==> config.mk <==
export PLATFORM = sky130hd
export DESIGN_NAME = duplex_mem_mgr
export DESIGN_NICKNAME = d
export VERILOG_FILES = /design/src/rtl/dmm_pkg.sv /design/src/rtl/dmm_ctrl.sv /design/src/rtl/dmm_datapath.sv /design/src/rtl/duplex_mem_mgr.sv
export SDC_FILE = /design/constraint.sdc
export NUM_CORES = 1
export LEC_CHECK = 0
export ABC_AREA = 1
export BUFFER_PORTS_ARGS = -buffer_cell sky130_fd_sc_hd__buf_2
export CORE_UTILIZATION = 51
export CTS_CLUSTER_DIAMETER = 200
export DETAILED_ROUTE_END_ITERATION = 8
export PLACE_DENSITY = 0.78
export SLEW_MARGIN = 10
export SYNTH_ARGS = -nofsm -noshare
export SYNTH_HDL_FRONTEND = slang
export SYNTH_SLANG_ARGS = --single-unit
==> constraint.sdc <==
create_clock -name clk -period 2.7 [get_ports clk]
set_input_delay 0.405 -clock clk [delete_from_list [all_inputs] [get_ports clk]]
set_output_delay 0.405 -clock clk [all_outputs]
set_load 0.005 [all_outputs]
==> src/rtl/dmm_pkg.sv <==
package dmm_pkg;
  localparam int SYL_W  = 13;
  localparam int DATA_W = 2 * SYL_W;
  localparam int CODE_W = DATA_W + 2;

  typedef struct packed {
    logic accept;
    logic done;
  } ctlStrobes_t;

  function automatic logic [CODE_W-1:0] encodeWord(input logic [DATA_W-1:0] d);
    return {^d[DATA_W-1:SYL_W], ^d[SYL_W-1:0], d};
  endfunction

  function automatic logic wordClean(input logic [CODE_W-1:0] w);
    return (w[DATA_W] == ^w[SYL_W-1:0]) && (w[DATA_W+1] == ^w[DATA_W-1:SYL_W]);
  endfunction
endpackage

==> src/rtl/dmm_ctrl.sv <==
module dmm_ctrl
  import dmm_pkg::*;
#(
  parameter int NUM_MOD = 8
) (
  input  logic               clk,
  input  logic               rstN,
  input  logic               cpuReq,
  input  logic               modeSet,
  input  logic               modeVal,
  input  logic [NUM_MOD-1:0] reqMask,
  input  logic [NUM_MOD-1:0] memAck,
  output logic [NUM_MOD-1:0] pending,
  output logic [NUM_MOD-1:0] captureMask,
  output logic               duplexOn,
  output logic               cpuReady,
  output ctlStrobes_t        strobes
);
  typedef enum logic [1:0] {ST_IDLE, ST_WAIT, ST_DONE} state_t;
  state_t state;
  logic [NUM_MOD-1:0] remaining;

  assign remaining   = pending & ~memAck;
  assign captureMask = pending & memAck;
  assign cpuReady    = (state == ST_IDLE);
  assign strobes.accept = (state == ST_IDLE) && cpuReq && !modeSet;
  assign strobes.done   = (state == ST_DONE);

  always_ff @(posedge clk) begin
    if (!rstN) begin
      state    <= ST_IDLE;
      pending  <= '0;
      duplexOn <= 1'b0;
    end else begin
      case (state)
        ST_IDLE: begin
          if (modeSet) begin
            duplexOn <= modeVal;
          end else if (cpuReq) begin
            pending <= reqMask;
            state   <= ST_WAIT;
          end
        end
        ST_WAIT: begin
          pending <= remaining;
          if (remaining == '0) state <= ST_DONE;
        end
        default: state <= ST_IDLE;
      endcase
    end
  end
endmodule

==> src/rtl/dmm_datapath.sv <==
module dmm_datapath
  import dmm_pkg::*;
#(
  parameter int NUM_MOD   = 8,
  parameter int WORD_BITS = 12
) (
  input  logic                      clk,
  input  logic                      rstN,
  input  ctlStrobes_t               strobes,
  input  logic [NUM_MOD-1:0]        captureMask,
  input  logic                      duplexOn,
  input  logic                      cpuWe,
  input  logic [WORD_BITS+$clog2(NUM_MOD)-1:0] cpuAddr,
  input  logic [DATA_W-1:0]         cpuWdata,
  input  logic [NUM_MOD*CODE_W-1:0] memRdata,
  output logic [NUM_MOD-1:0]        reqMask,
  output logic                      memWe,
  output logic [WORD_BITS-1:0]      memAddr,
  output logic [CODE_W-1:0]         memWdata,
  output logic                      cpuDone,
  output logic [DATA_W-1:0]         cpuRdata,
  output logic                      cpuCorr,
  output logic                      cpuUncorr
);
  localparam int MOD_BITS  = $clog2(NUM_MOD);
  localparam int PAIR_BITS = MOD_BITS - 1;

  logic [MOD_BITS-1:0]  modIdx;
  logic [PAIR_BITS-1:0] pairIdx;
  logic [MOD_BITS-1:0]  idxA, idxB;
  logic [CODE_W-1:0]    capt [NUM_MOD];
  logic [CODE_W-1:0]    wordA, wordB;
  logic                 cleanA, cleanB, dupLat;

  assign modIdx  = cpuAddr[WORD_BITS +: MOD_BITS];
  assign pairIdx = cpuAddr[WORD_BITS +: PAIR_BITS];

  for (genvar i = 0; i < NUM_MOD; i++) begin : g_mod
    localparam logic [MOD_BITS-1:0] IDX = MOD_BITS'(i);
    assign reqMask[i] = duplexOn ? (IDX[MOD_BITS-1:1] == pairIdx) : (IDX == modIdx);
    always_ff @(posedge clk) begin
      if (!rstN) capt[i] <= '0;
      else if (captureMask[i]) capt[i] <= memRdata[i*CODE_W +: CODE_W];
    end
  end

  always_ff @(posedge clk) begin
    if (!rstN) begin
      memWe    <= 1'b0;
      memAddr  <= '0;
      memWdata <= '0;
      idxA     <= '0;
      idxB     <= '0;
      dupLat   <= 1'b0;
    end else if (strobes.accept) begin
      memWe    <= cpuWe;
      memAddr  <= cpuAddr[WORD_BITS-1:0];
      memWdata <= encodeWord(cpuWdata);
      idxA     <= duplexOn ? {pairIdx, 1'b0} : modIdx;
      idxB     <= {pairIdx, 1'b1};
      dupLat   <= duplexOn;
    end
  end

  assign wordA  = capt[idxA];
  assign wordB  = capt[idxB];
  assign cleanA = wordClean(wordA);
  assign cleanB = wordClean(wordB);

  always_comb begin
    cpuDone   = strobes.done;
    cpuRdata  = '0;
    cpuCorr   = 1'b0;
    cpuUncorr = 1'b0;
    if (strobes.done && !memWe) begin
      cpuRdata = wordA[DATA_W-1:0];
      if (!cleanA) begin
        if (dupLat && cleanB) begin
          cpuRdata = wordB[DATA_W-1:0];
          cpuCorr  = 1'b1;
        end else begin
          cpuUncorr = 1'b1;
        end
      end
    end
  end
endmodule

==> src/rtl/duplex_mem_mgr.sv <==
module duplex_mem_mgr
  import dmm_pkg::*;
#(
  parameter int NUM_MOD   = 8,
  parameter int WORD_BITS = 12,
  localparam int ADDR_W   = WORD_BITS + $clog2(NUM_MOD)
) (
  input  logic                      clk,
  input  logic                      rstN,
  input  logic                      modeSet,
  input  logic                      modeVal,
  output logic                      duplexOn,
  input  logic                      cpuReq,
  input  logic                      cpuWe,
  input  logic [ADDR_W-1:0]         cpuAddr,
  input  logic [DATA_W-1:0]         cpuWdata,
  output logic                      cpuReady,
  output logic                      cpuDone,
  output logic [DATA_W-1:0]         cpuRdata,
  output logic                      cpuCorr,
  output logic                      cpuUncorr,
  output logic [NUM_MOD-1:0]        memReq,
  output logic                      memWe,
  output logic [WORD_BITS-1:0]      memAddr,
  output logic [CODE_W-1:0]         memWdata,
  input  logic [NUM_MOD-1:0]        memAck,
  input  logic [NUM_MOD*CODE_W-1:0] memRdata
);
  ctlStrobes_t        strobes;
  logic [NUM_MOD-1:0] reqMask, captureMask;

  dmm_ctrl #(.NUM_MOD(NUM_MOD)) u_ctrl (
    .clk(clk), .rstN(rstN), .cpuReq(cpuReq), .modeSet(modeSet), .modeVal(modeVal),
    .reqMask(reqMask), .memAck(memAck), .pending(memReq), .captureMask(captureMask),
    .duplexOn(duplexOn), .cpuReady(cpuReady), .strobes(strobes)
  );

  dmm_datapath #(.NUM_MOD(NUM_MOD), .WORD_BITS(WORD_BITS)) u_dp (
    .clk(clk), .rstN(rstN), .strobes(strobes), .captureMask(captureMask),
    .duplexOn(duplexOn), .cpuWe(cpuWe), .cpuAddr(cpuAddr), .cpuWdata(cpuWdata),
    .memRdata(memRdata), .reqMask(reqMask), .memWe(memWe), .memAddr(memAddr),
    .memWdata(memWdata), .cpuDone(cpuDone), .cpuRdata(cpuRdata),
    .cpuCorr(cpuCorr), .cpuUncorr(cpuUncorr)
  );
endmodule

# Yosys cells after proc, flatten, opt, wreduce, memory -nomap -nowiden
# Memory sizes are Yosys's and may differ from the RTL's. A register that Yosys moved wholly into a read port is not among the register bits.
# Cells that the tools add are included.
# W data, S select, Z words.
op_classes:
  eq_ne: 19
  n_mux: 62
  n_bitwise: 11
  reduce_logical: 22
op_table:
  columns: ["operator", "count"]
  rows:
  - ["$mux W28", 8]
  - ["$mux W26", 3]
  - ["$reduce_xor A13 Y1", 6]
  - ["$mux W1", 39]
  - ["$and A8 B8 Y8", 2]
  - ["$mux W8", 2]
  - ["$pmux W8 S2", 1]
  - ["$mux W3", 5]
  - ["$eq A3 B3 Y1 const A", 4]
  - ["$logic_not A8 Y1", 1]
  - ["$not A8 Y8", 1]
  - ["$or A1 B1 Y1", 8]
  - ["$eq A2 B3 Y1 const A", 2]
  - ["$logic_and A1 B1 Y1", 6]
  - ["$mux W2", 3]
  - ["$reduce_and A3 Y1", 2]
  - ["$eq A1 B1 Y1", 4]
  - ["$eq A2 B2 Y1 const A", 2]
  - ["$logic_not A2 Y1", 2]
  - ["$ne A2 B2 Y1 const B", 2]
  - ["$pmux W2 S2", 1]
  - ["$eq A1 B3 Y1 const A", 1]
  - ["$logic_not A3 Y1", 1]
  - ["$eq A1 B2 Y1 const A", 1]
  - ["6 further kinds", 7]
totals:
  ff_bits: 59
  mem_bits_rw: 224
  input_bits: 279
  output_inout_bits: 80
  elab_cells: 124
  mem_count: 1
mem_list:
  columns: ["name", "words", "word_bits", "read_ports", "rd_clocked_by_memory_dff", "write_ports", "line_no", "source"]
  rows:
  - ["u_dp.capt", 8, 28, 2, 2, 8, "dmm_datapath.sv:31", "logic [CODE_W-1:0] capt [NUM_MOD];"]

# Depth between registers and ports, before layout
# Gate-level depths: netlist (run 1).
depth:
  depth_word: 7
  depth_mapped: 24
  depth_no_buf: 21

# Cells and area by module
# A second synthesis (run 1) with hierarchy kept.
hier_totals:
  cells_unflattened: 2742
  hier_area_um2: 18443.9
modules_own_cells:
  columns: ["module", "instances", "cells_per_inst", "area_per_inst_um2", "seq_area_each_um2"]
  rows:
  - ["dmm_datapath", 1, 2605, 17656.9, 7807.5]
  - ["dmm_ctrl", 1, 137, 787.0, 220.2]

# Least setup slack after synthesis (run 1)
# No wires, ideal clock.
synth_path:
  kind: "reg2out"
  start: "register with a tool-made name"
  end: "output cpuRdata[22]"
  arrival_time_ns: 2.187
  required_time_ns: 2.295
  slack_ns: 0.108
  stages_incl_launch_ff: 22
  n_path_buf: 4
  path_cell_list: "dfxtp_1 buf_4 buf_6 buf_2 o211ai_1 nand3_1 o21ai_1 nand2_1 nand2_1 nand2_1 nand2_1 nand2_1 nand2_1 inv_1 nand2_1 nand2_1 nand2_4 nand3_4 buf_6 nand2_1 inv_1 nor2_1"
synth_lines:
  columns: ["element", "line_no", "source"]
  rows:
  - ["end, declared", "duplex_mem_mgr.sv:19", "output logic [DATA_W-1:0] cpuRdata,"]

==> summary by stage, run 1 <==
Yosys
The synthesized netlist net count is 2,923. Of the post-synthesis cell area, the dominant cell type holds 0.373. The average instance area after synthesis is 6.82 sq um. The count of yosys warnings during synthesis is 0.

After synthesis the cells add up to 18,000 sq um. The most used flip-flop cell after synthesis is sky130_fd_sc_hd__edfxtp_1. After technology mapping, the gate count stands at 2,644. For this run, the register share of the synthesized area comes to 0.445.

The number of synthesized flops with an enable pin is 224. In the post-synthesis netlist, the biggest area contributors are sky130_fd_sc_hd__edfxtp_1, sky130_fd_sc_hd__nand2_1, sky130_fd_sc_hd__inv_1. The flop and latch count out of synthesis is 289.

The number of distinct library cell variants in the gate-level netlist after synthesis is 32. The cell type with the highest aggregate area in the netlist is sky130_fd_sc_hd__edfxtp_1. The async set-reset flop share out of synthesis is 0.

Placement
The count of input and output buffers is 358. Before CTS, the worst setup slack after placement is -0.488 ns. At the end of routability-driven placement, the weighted congestion stood at 0.964. The number of instances in the placed design is 3,484. The detailed placement HPWL is 49,100 um.

The placed instances occupy a cell area of 21,400 sq um.

Worst setup path
The start-to-end type of the worst setup path is flip-flop to output port. STA puts the critical path data required time at 2.30 ns. The maximum fanout along the worst path is 8.

The category of the worst setup path capture point is an output port. The worst setup path is launched from a flip-flop. The data arrival time of the critical path is 3.47 ns.

Drt
The number of vias in the routed layout is 19,300. The final layout contains routed wiring with a total length of 68,800 um. The top routing layer in use is met5. The count of nets left with antenna violations after detail routing is 0. The routed design uses 6970 um of met3 wire. The final routed wire length divided by cell count is 19.2 um. For this block, the initial DRC count from the detailed router was 2,027. After detailed routing, the wire length on met1 is 26,400 um. After detailed routing, the number of remaining DRC violations is 0. Wire segments on met2 add up to 31,800 um in the final route. Dividing the detail-routed via count by the number of cells gives 5.38. The first TritonRoute pass finished after 6 iterations.

CTS
The clock latency at the later pin of the worst-skew pair is 0.63 ns. The CTS clock-pin slew for the worst setup and hold paths is 0.06 ns. TritonCTS built the clock tree. The longest clock path from root to sink contains 3 buffers. The cell sitting at the root of the clock tree is a sky130_fd_sc_hd__clkbuf_16. The sink count of the clock tree is 289. In this run the number of H-tree levels came out at 1.

Hold repair after CTS inserted 0 buffers. The number of CTS-inserted buffers is 31.

Floorplan
The die outline area is 36,100 sq um. The starting density of the core is 0.521. The floorplan has 68 rows. From left edge to right edge, the die measures 190 um. The count of boundary I/O pins is 359. The die is 190 um tall. The floorplan step defined a core boundary enclosing 34,600 sq um.

STA
The final hold violation count is 0. The final number of setup-violating endpoints is 28. On the final layout, the worst hold slack is 0.0258 ns. Setup repair after global routing could not meet its margin everywhere.

In the finished design, the share of the clock period the worst path needs comes to 1.44. The total count of max-transition violations in the final report is 0. Counting I/O delays and the setup requirement, the final critical path takes 3.88 ns. Derived from the worst setup path, the maximum achievable clock frequency is 258 MHz. The least setup slack across all paths after layout is -1.18 ns. The worst-case clock skew is 0.0290 ns. Measured against its own limit, the worst slew margin works out to 0.522. The actual transition at the worst max-transition pin is 0.713 ns. The setup TNS after final layout is -31.56 ns.

Cells and area
The cell area after layout is 23,900 sq um. The final design utilization is 0.689. For this run, the number of standard cells in the final layout without fillers is 3,587.

For this run, the post-layout net count is 3,386. Of the cells placed in the final design, the portion with a size suffix greater than 1 is 0.262. The area growth from synthesis to layout is 32.4%.

The number of antenna repair diodes is 0.

Pwr
The cell area power density is 567 nW/um^2. In this run the static leakage power is 12.4 nW. The design draws 13.5 mW. The worst-case IR drop observed on VDD is 694 uV.

Worst hold path
The worst hold path belongs to the class input port to flip-flop.

Run status
The final reports fail on setup timing. The run finished, with violations left.

Global route
Entering global routing, the biggest net connects 53 pins. The number of antenna violations at the first check in global routing is 2. The via count of the first global-routing pass is 18,300.

The first-pass GRT wire length is 99,400 um. The remaining global-route overflow is 0. In the global route stage, overall resource usage came out at 0.363.

Job
Max-cap violations in this run came to 0.
## flip-flops by register name, summed over array words and instances (netlist names), named ones only
signal and count:
u_dp.dupLat 1, u_ctrl.pending 8, u_dp.memWdata 28, u_dp.memAddr 12, u_dp.memWe 1, u_ctrl.duplexOn 1, u_ctrl.state 2, u_dp.capt 224
u_dp.idxA 3, u_dp.idxB 3
## power by group
group	leakage, nW	switching, mW	internal (mW)
clock network	0.502	1.88	2.34
logic	9.00	2.44	1.58
registers	2.87	0.193	5.11
## metal layers
layer / vias to the layer above / GRT usage
li1: 9154 / -
met1: 8889 / 0.453
met2: 1057 / 0.593
met3: 204 / 0.0793
met4: 4 / 0.180
met5: - / 0
## critical path, cell delays in order, from the launching register on
cell	delay, ns
sky130_fd_sc_hd__dfxtp_4	0.51
sky130_fd_sc_hd__clkinv_8	0.12
sky130_fd_sc_hd__buf_12	0.15
sky130_fd_sc_hd__clkbuf_16	0.17
sky130_fd_sc_hd__nand2_1	0.06
sky130_fd_sc_hd__nand3_1	0.09
sky130_fd_sc_hd__nand3_2	0.18
sky130_fd_sc_hd__nand2_2	0.11
sky130_fd_sc_hd__nand2_1	0.08
sky130_fd_sc_hd__nand2_1	0.08
sky130_fd_sc_hd__nand2_2	0.07
sky130_fd_sc_hd__nand3_2	0.08
sky130_fd_sc_hd__nand2_2	0.09
sky130_fd_sc_hd__inv_2	0.04
sky130_fd_sc_hd__nand2_2	0.05
sky130_fd_sc_hd__nand2_2	0.06
sky130_fd_sc_hd__nor2_4	0.19
sky130_fd_sc_hd__nand3_4	0.19
sky130_fd_sc_hd__clkbuf_16	0.23
sky130_fd_sc_hd__nand2_2	0.06
sky130_fd_sc_hd__inv_1	0.04
sky130_fd_sc_hd__nor2_1	0.09
sky130_fd_sc_hd__buf_2	0.11
## synth_stat cells (all sizes together), types with 4 or more instances
| library cell | n |
|---|---|
| edfxtp | 224 |
| o22ai | 4 |
| buf | 88 |
| a21oi | 60 |
| inv | 479 |
| clkinv | 4 |
| clkbuf | 51 |
| nand2 | 829 |
| nand3 | 183 |
| xor2 | 8 |
| o211ai | 73 |
| nand4 | 28 |
| o21ai | 138 |
| xnor2 | 16 |
| nor2 | 383 |
| dfxtp | 65 |
## final timing paths
| kind | start | endpoint | slack [ns] | depth (start not counted) |
|---|---|---|---|---|
| worst max-delay path | flip-flop | cpuRdata[7] | -1.18 | 22 |
| worst min-delay path | cpuAddr[2] | u_dp.memAddr[2] | 0.03 | 3 |
| worst max register to register | u_ctrl.state[1] | u_dp.dupLat | 0.92 | 8 |
| worst min register to register | u_dp.idxA[1] | flip-flop | 0.47 | 2 |
## cells by family (layout without fill, tap and decap cells)
family	after synthesis	count (layout)	synth area share
flip-flops	289	289	0.445
AO/OA/AOI/OAI	285	285	0.0911
buffers and inverters	622	1109	0.137
XOR/XNOR	24	24	0.0117
AND/OR/NAND/NOR	1424	1425	0.315
## area by class of cell
class                   instances  area, sq um
multi-input cells            1734         8190
inverters                     483         1830
clock inverters                22          154
fillers                      2863        10800
clock buffers                  36          847
flip-flops and latches        289         8040
repair buffers                568         4230
well taps                     455          569
## cells in the final DEF (no fill, tap or decap), types with 36 or more instances in the layout
cell,count
sky130_fd_sc_hd__buf_2,358
sky130_fd_sc_hd__nand3_1,146
sky130_fd_sc_hd__dfxtp_1,59
sky130_fd_sc_hd__edfxtp_1,224
sky130_fd_sc_hd__nand2_2,82
sky130_fd_sc_hd__inv_1,455
sky130_fd_sc_hd__buf_4,143
sky130_fd_sc_hd__nand3_2,36
sky130_fd_sc_hd__nand2_1,729
sky130_fd_sc_hd__nor2_1,371
sky130_fd_sc_hd__o21ai_0,91
sky130_fd_sc_hd__o211ai_1,73
sky130_fd_sc_hd__clkbuf_16,47
sky130_fd_sc_hd__a21oi_1,57
## repair_timing
| item | in CTS | in global routing |
|---|---|---|
| cloned | 5 | 15 |
| resized for setup | 54 | 203 |
| setup buffers | 7 | 19 |
| setup endpoints to repair | 28 | 28 |
| pin swaps | 15 | 80 |
(Power assumes the default switching activity.)
==> inputs of run 2 (changes only) <==
--- a/config.mk
+++ b/config.mk
@@ -11,6 +11,7 @@
 export CTS_CLUSTER_DIAMETER = 200
 export DETAILED_ROUTE_END_ITERATION = 8
 export PLACE_DENSITY = 0.78
+export RECOVER_POWER = 100
 export SLEW_MARGIN = 10
 export SYNTH_ARGS = -nofsm -noshare
 export SYNTH_HDL_FRONTEND = slang
==> summary by stage, run 2 (synthesis gave the netlist of run 1 again) <==
Drt
The first-pass iteration count of the detailed router is 5 (-1). The final routed wire length divided by cell count is 19.2 um (about the same). The number of vias in the routed layout is 19,300 (-0.078%). The total DRC errors in the routed layout came to 0 (unchanged). The count of nets left with antenna violations after detail routing came to 0 (unchanged).

The detailed-route vias per instance is 5.38 (about the same). The initial DRC count is 2,060 (+1.6%). The final wirelength is 68,800 um (about the same).

STA
Setup repair after global routing could not meet its margin everywhere. The timing-limited maximum frequency was 258 MHz (about the same). The final number of setup-violating endpoints is 28 (unchanged). The remaining max-slew budget at the tightest pin is -0.384 (-0.906).

The portion of the clock cycle consumed by the worst path in the final layout is 1.44 (about the same). The actual transition at the worst max-transition pin was 2.08 ns (+1.36 ns). The final critical path time including I/O delays and setup came to 3.88 ns (+0.0000700 ns). The final hold violation count came to 0 (unchanged). The least setup slack across all paths after layout is -1.18 ns (-0.0000700 ns). The total count of max-transition violations in the final report is 288 (+288).

The worst-case clock skew came to 0.0306 ns (+0.00156 ns). The post-route worst hold slack is 0.0293 ns (+0.00350 ns).

CTS
The cell at the root of the clock tree is sky130_fd_sc_hd__clkbuf_16. The clock tree from TritonCTS is yes. The number of buffers inserted for hold repair after clock tree synthesis came to 0 (unchanged).

The CTS clock-pin slew for the worst setup and hold paths came to 0.06 ns (about the same). The number of CTS-inserted buffers is 31 (unchanged). The maximum level of the CTS H-tree is 1 (unchanged). The sink count of the clock tree is 289 (unchanged). The clock latency at the later pin of the worst-skew pair came to 0.63 ns (about the same). The maximum buffer depth of the clock tree is 3 (unchanged).

Cells and area
The final standard cell count with taps included and fillers excluded came to 3,587 (unchanged). The number of fill cells was 2,898 (+1.2%). In the final layout, the registers with the most flip-flops are u_dp.capt: 224 flops, u_dp.memWdata: 28 flops, u_dp.memAddr: 12 flops. The net count of the finished layout is 3,386 (unchanged).

Ranked by flip-flop count, first place goes to u_dp.capt. From synthesis to final layout, the design area changed by 31.9%. The number of antenna repair diodes was 0 (unchanged). In the layout the commonest cells are sky130_fd_sc_hd__nand2_1, sky130_fd_sc_hd__inv_1, sky130_fd_sc_hd__nor2_1, sky130_fd_sc_hd__buf_2, sky130_fd_sc_hd__edfxtp_1. The cell area after layout is 23,800 sq um (-0.36%).

The layout cell share with drive strength beyond 1 came to 0.253 (-0.00958). Leaving out fill and tap cells, the most frequent cell in the layout is sky130_fd_sc_hd__nand2_1. The number of flip-flops under the largest register name came to 224 (unchanged).

Floorplan
The starting density of the core is 0.521 (unchanged). The number of cell rows was 68 (unchanged). The count of boundary I/O pins is 359 (unchanged). The die outline area is 36,100 sq um (unchanged).

The floorplan die width is 190 um (unchanged). The floorplan core area is 34,600 sq um (unchanged). The height of the chip came to 190 um (unchanged).

Run status
The checks that failed: capacitance limit, slew limit, setup timing. The run finished, with violations left.

Pwr
The cell area power density was 569 nW/um^2 (+0.28%). The internal power of the cells is 9.02 mW (about the same). The leakage component of the power came to 12.3 nW (-0.92%). The switching portion of total power came to 0.333 (about the same). The peak supply drop came to 690 uV (-0.52%). The part of the power in combinational logic was 0.296 (about the same). The total net switching power came to 4.51 mW (-0.11%). The share of power burned in the clock network came to 0.312 (about the same). The overall power of the completed layout was 13.5 mW (about the same). The sequential fraction of design power is 0.392 (about the same).

Global route
The via count of the first global-routing pass is 18,300 (unchanged). The all-layer global routing usage is 0.363 (unchanged). The first-pass GRT wire length is 99,400 um (unchanged). The maximum number of pins on one net before global-route repair is 53 (unchanged). The number of antenna violations at the first check in global routing came to 2 (unchanged). The remaining global-route overflow is 0 (unchanged).

Worst setup path
The data arrival time of the critical path is 3.47 ns (about the same). The required time reported for the critical path endpoint is 2.30 ns (about the same). The end of the worst register-to-register path is u_dp.capt[4][19]. The maximum fanout along the worst path is 8 (unchanged).

STA classifies the critical path endpoint as an output port. The start of the worst register-to-register path is u_ctrl.pending[4]. STA classifies the critical path startpoint as a flip-flop. The setup path with the least slack is of type flip-flop to output port.

The register-to-register setup slack was 0.24 ns (-0.68 ns). The worst reg2reg path depth was 3 (-5).

Placement
The detailed placement HPWL came to 49,100 um (unchanged). The routability congestion estimate from global placement is 0.964 (unchanged). The total placed instance area is 21,400 sq um (unchanged). The number of instances in the placed design is 3,484 (unchanged). The count of input and output buffers is 358 (unchanged).

Worst hold path
The worst hold path depth came to 3 (unchanged). The start point of the worst min-delay path is cpuAddr[2]. The worst min-delay path endpoint is u_dp.memAddr[2].

The worst min-delay path class is input port to flip-flop.

Job
The max-capacitance violation count is 10 (+10).
[run 2: changes by cell type in the layout (fill, tap and decap cells not counted)]
cell                       change
sky130_fd_sc_hd__clkbuf_1     +30
sky130_fd_sc_hd__clkbuf_2      +9
sky130_fd_sc_hd__buf_2        -20
sky130_fd_sc_hd__buf_4        -19
[run 2: per-stage QoR]
stage / TNS, ns / setup slack, ns / utilization
after floorplan: 0 / 0.108 / -
after global placement: -10.08 / -0.465 / 0.618
after detailed placement: -10.97 / -0.488 / 0.618
after CTS: -26.74 / -0.997 / 0.658
after global routing: -35.97 / -1.34 / 0.687
final: -31.51 / -1.18 / 0.687
[run 2: power by group through the flow]
| stage | Sequential (mW) | Combinational (mW) | Clock, mW |
|---|---|---|---|
| 2_1_floorplan | 5.30 | 1.94 | 0 |
| 3_3_place_gp | 5.37 | 3.30 | 0 |
| 3_5_place_dp | 5.37 | 3.35 | 0 |
| 4_1_cts | 5.29 | 3.51 | 4.26 |
| 5_1_grt | 5.33 | 4.34 | 4.42 |
| 6_report | 5.31 | 4.00 | 4.22 |
[run 2: area by class of cell]
cell class	instances	area (sq um)	share of cell area
Multi-Input combinational cell	1734	8190	0.344
Sequential cell	289	8040	0.338
Timing Repair Buffer	568	4150	0.174
Inverter	483	1830	0.0771
Clock buffer	36	847	0.0356
Tap cell	455	569	0.0239
Clock inverter	22	154	0.00647
[run 2: how the worst max path moves through the flow]
stage                   endpoint  slack (ns)       from  cells after the start
CTS                 cpuRdata[18]        -1.0  flip-flop                     23
detailed placement   cpuRdata[0]       -0.49  flip-flop                     21
finish               cpuRdata[7]       -1.18  flip-flop                     22
global route         cpuRdata[7]       -1.34  flip-flop                     24
global placement     cpuRdata[0]       -0.46  flip-flop                     21
floorplan           cpuRdata[22]        0.11  flip-flop                     21
[run 2: what timing repair did]
item,4_1_cts,5_1_grt
gates cloned,5,15
pin swaps,15,80
resized for setup,54,203
endpoints found under the hold margin,0,0
endpoints found under the setup margin,28,28
setup buffers,7,19
[run 2: routing by layer]
metal	vias up	global-route usage	share of wire
met4	4	0.180	0.053
met3	201	0.0793	0.10
met1	8879	0.453	0.38
li1	9155	-	-
met2	1054	0.593	0.46
met5	-	0	0.00026
[run 2: critical path, stage by stage (launching register included)]
cell                        delay [ns]
sky130_fd_sc_hd__dfxtp_4          0.51
sky130_fd_sc_hd__clkinv_8         0.13
sky130_fd_sc_hd__buf_12           0.15
sky130_fd_sc_hd__clkbuf_16        0.17
sky130_fd_sc_hd__nand2_1          0.06
sky130_fd_sc_hd__nand3_1          0.08
sky130_fd_sc_hd__nand3_2          0.17
sky130_fd_sc_hd__nand2_2          0.11
sky130_fd_sc_hd__nand2_1          0.08
sky130_fd_sc_hd__nand2_1          0.09
sky130_fd_sc_hd__nand2_2          0.07
sky130_fd_sc_hd__nand3_2          0.08
sky130_fd_sc_hd__nand2_2          0.09
sky130_fd_sc_hd__inv_2            0.04
sky130_fd_sc_hd__nand2_2          0.05
sky130_fd_sc_hd__nand2_2          0.05
sky130_fd_sc_hd__nor2_4           0.19
sky130_fd_sc_hd__nand3_4          0.19
sky130_fd_sc_hd__clkbuf_16        0.23
sky130_fd_sc_hd__nand2_2          0.06
sky130_fd_sc_hd__inv_1            0.04
sky130_fd_sc_hd__nor2_1           0.09
sky130_fd_sc_hd__buf_2            0.11
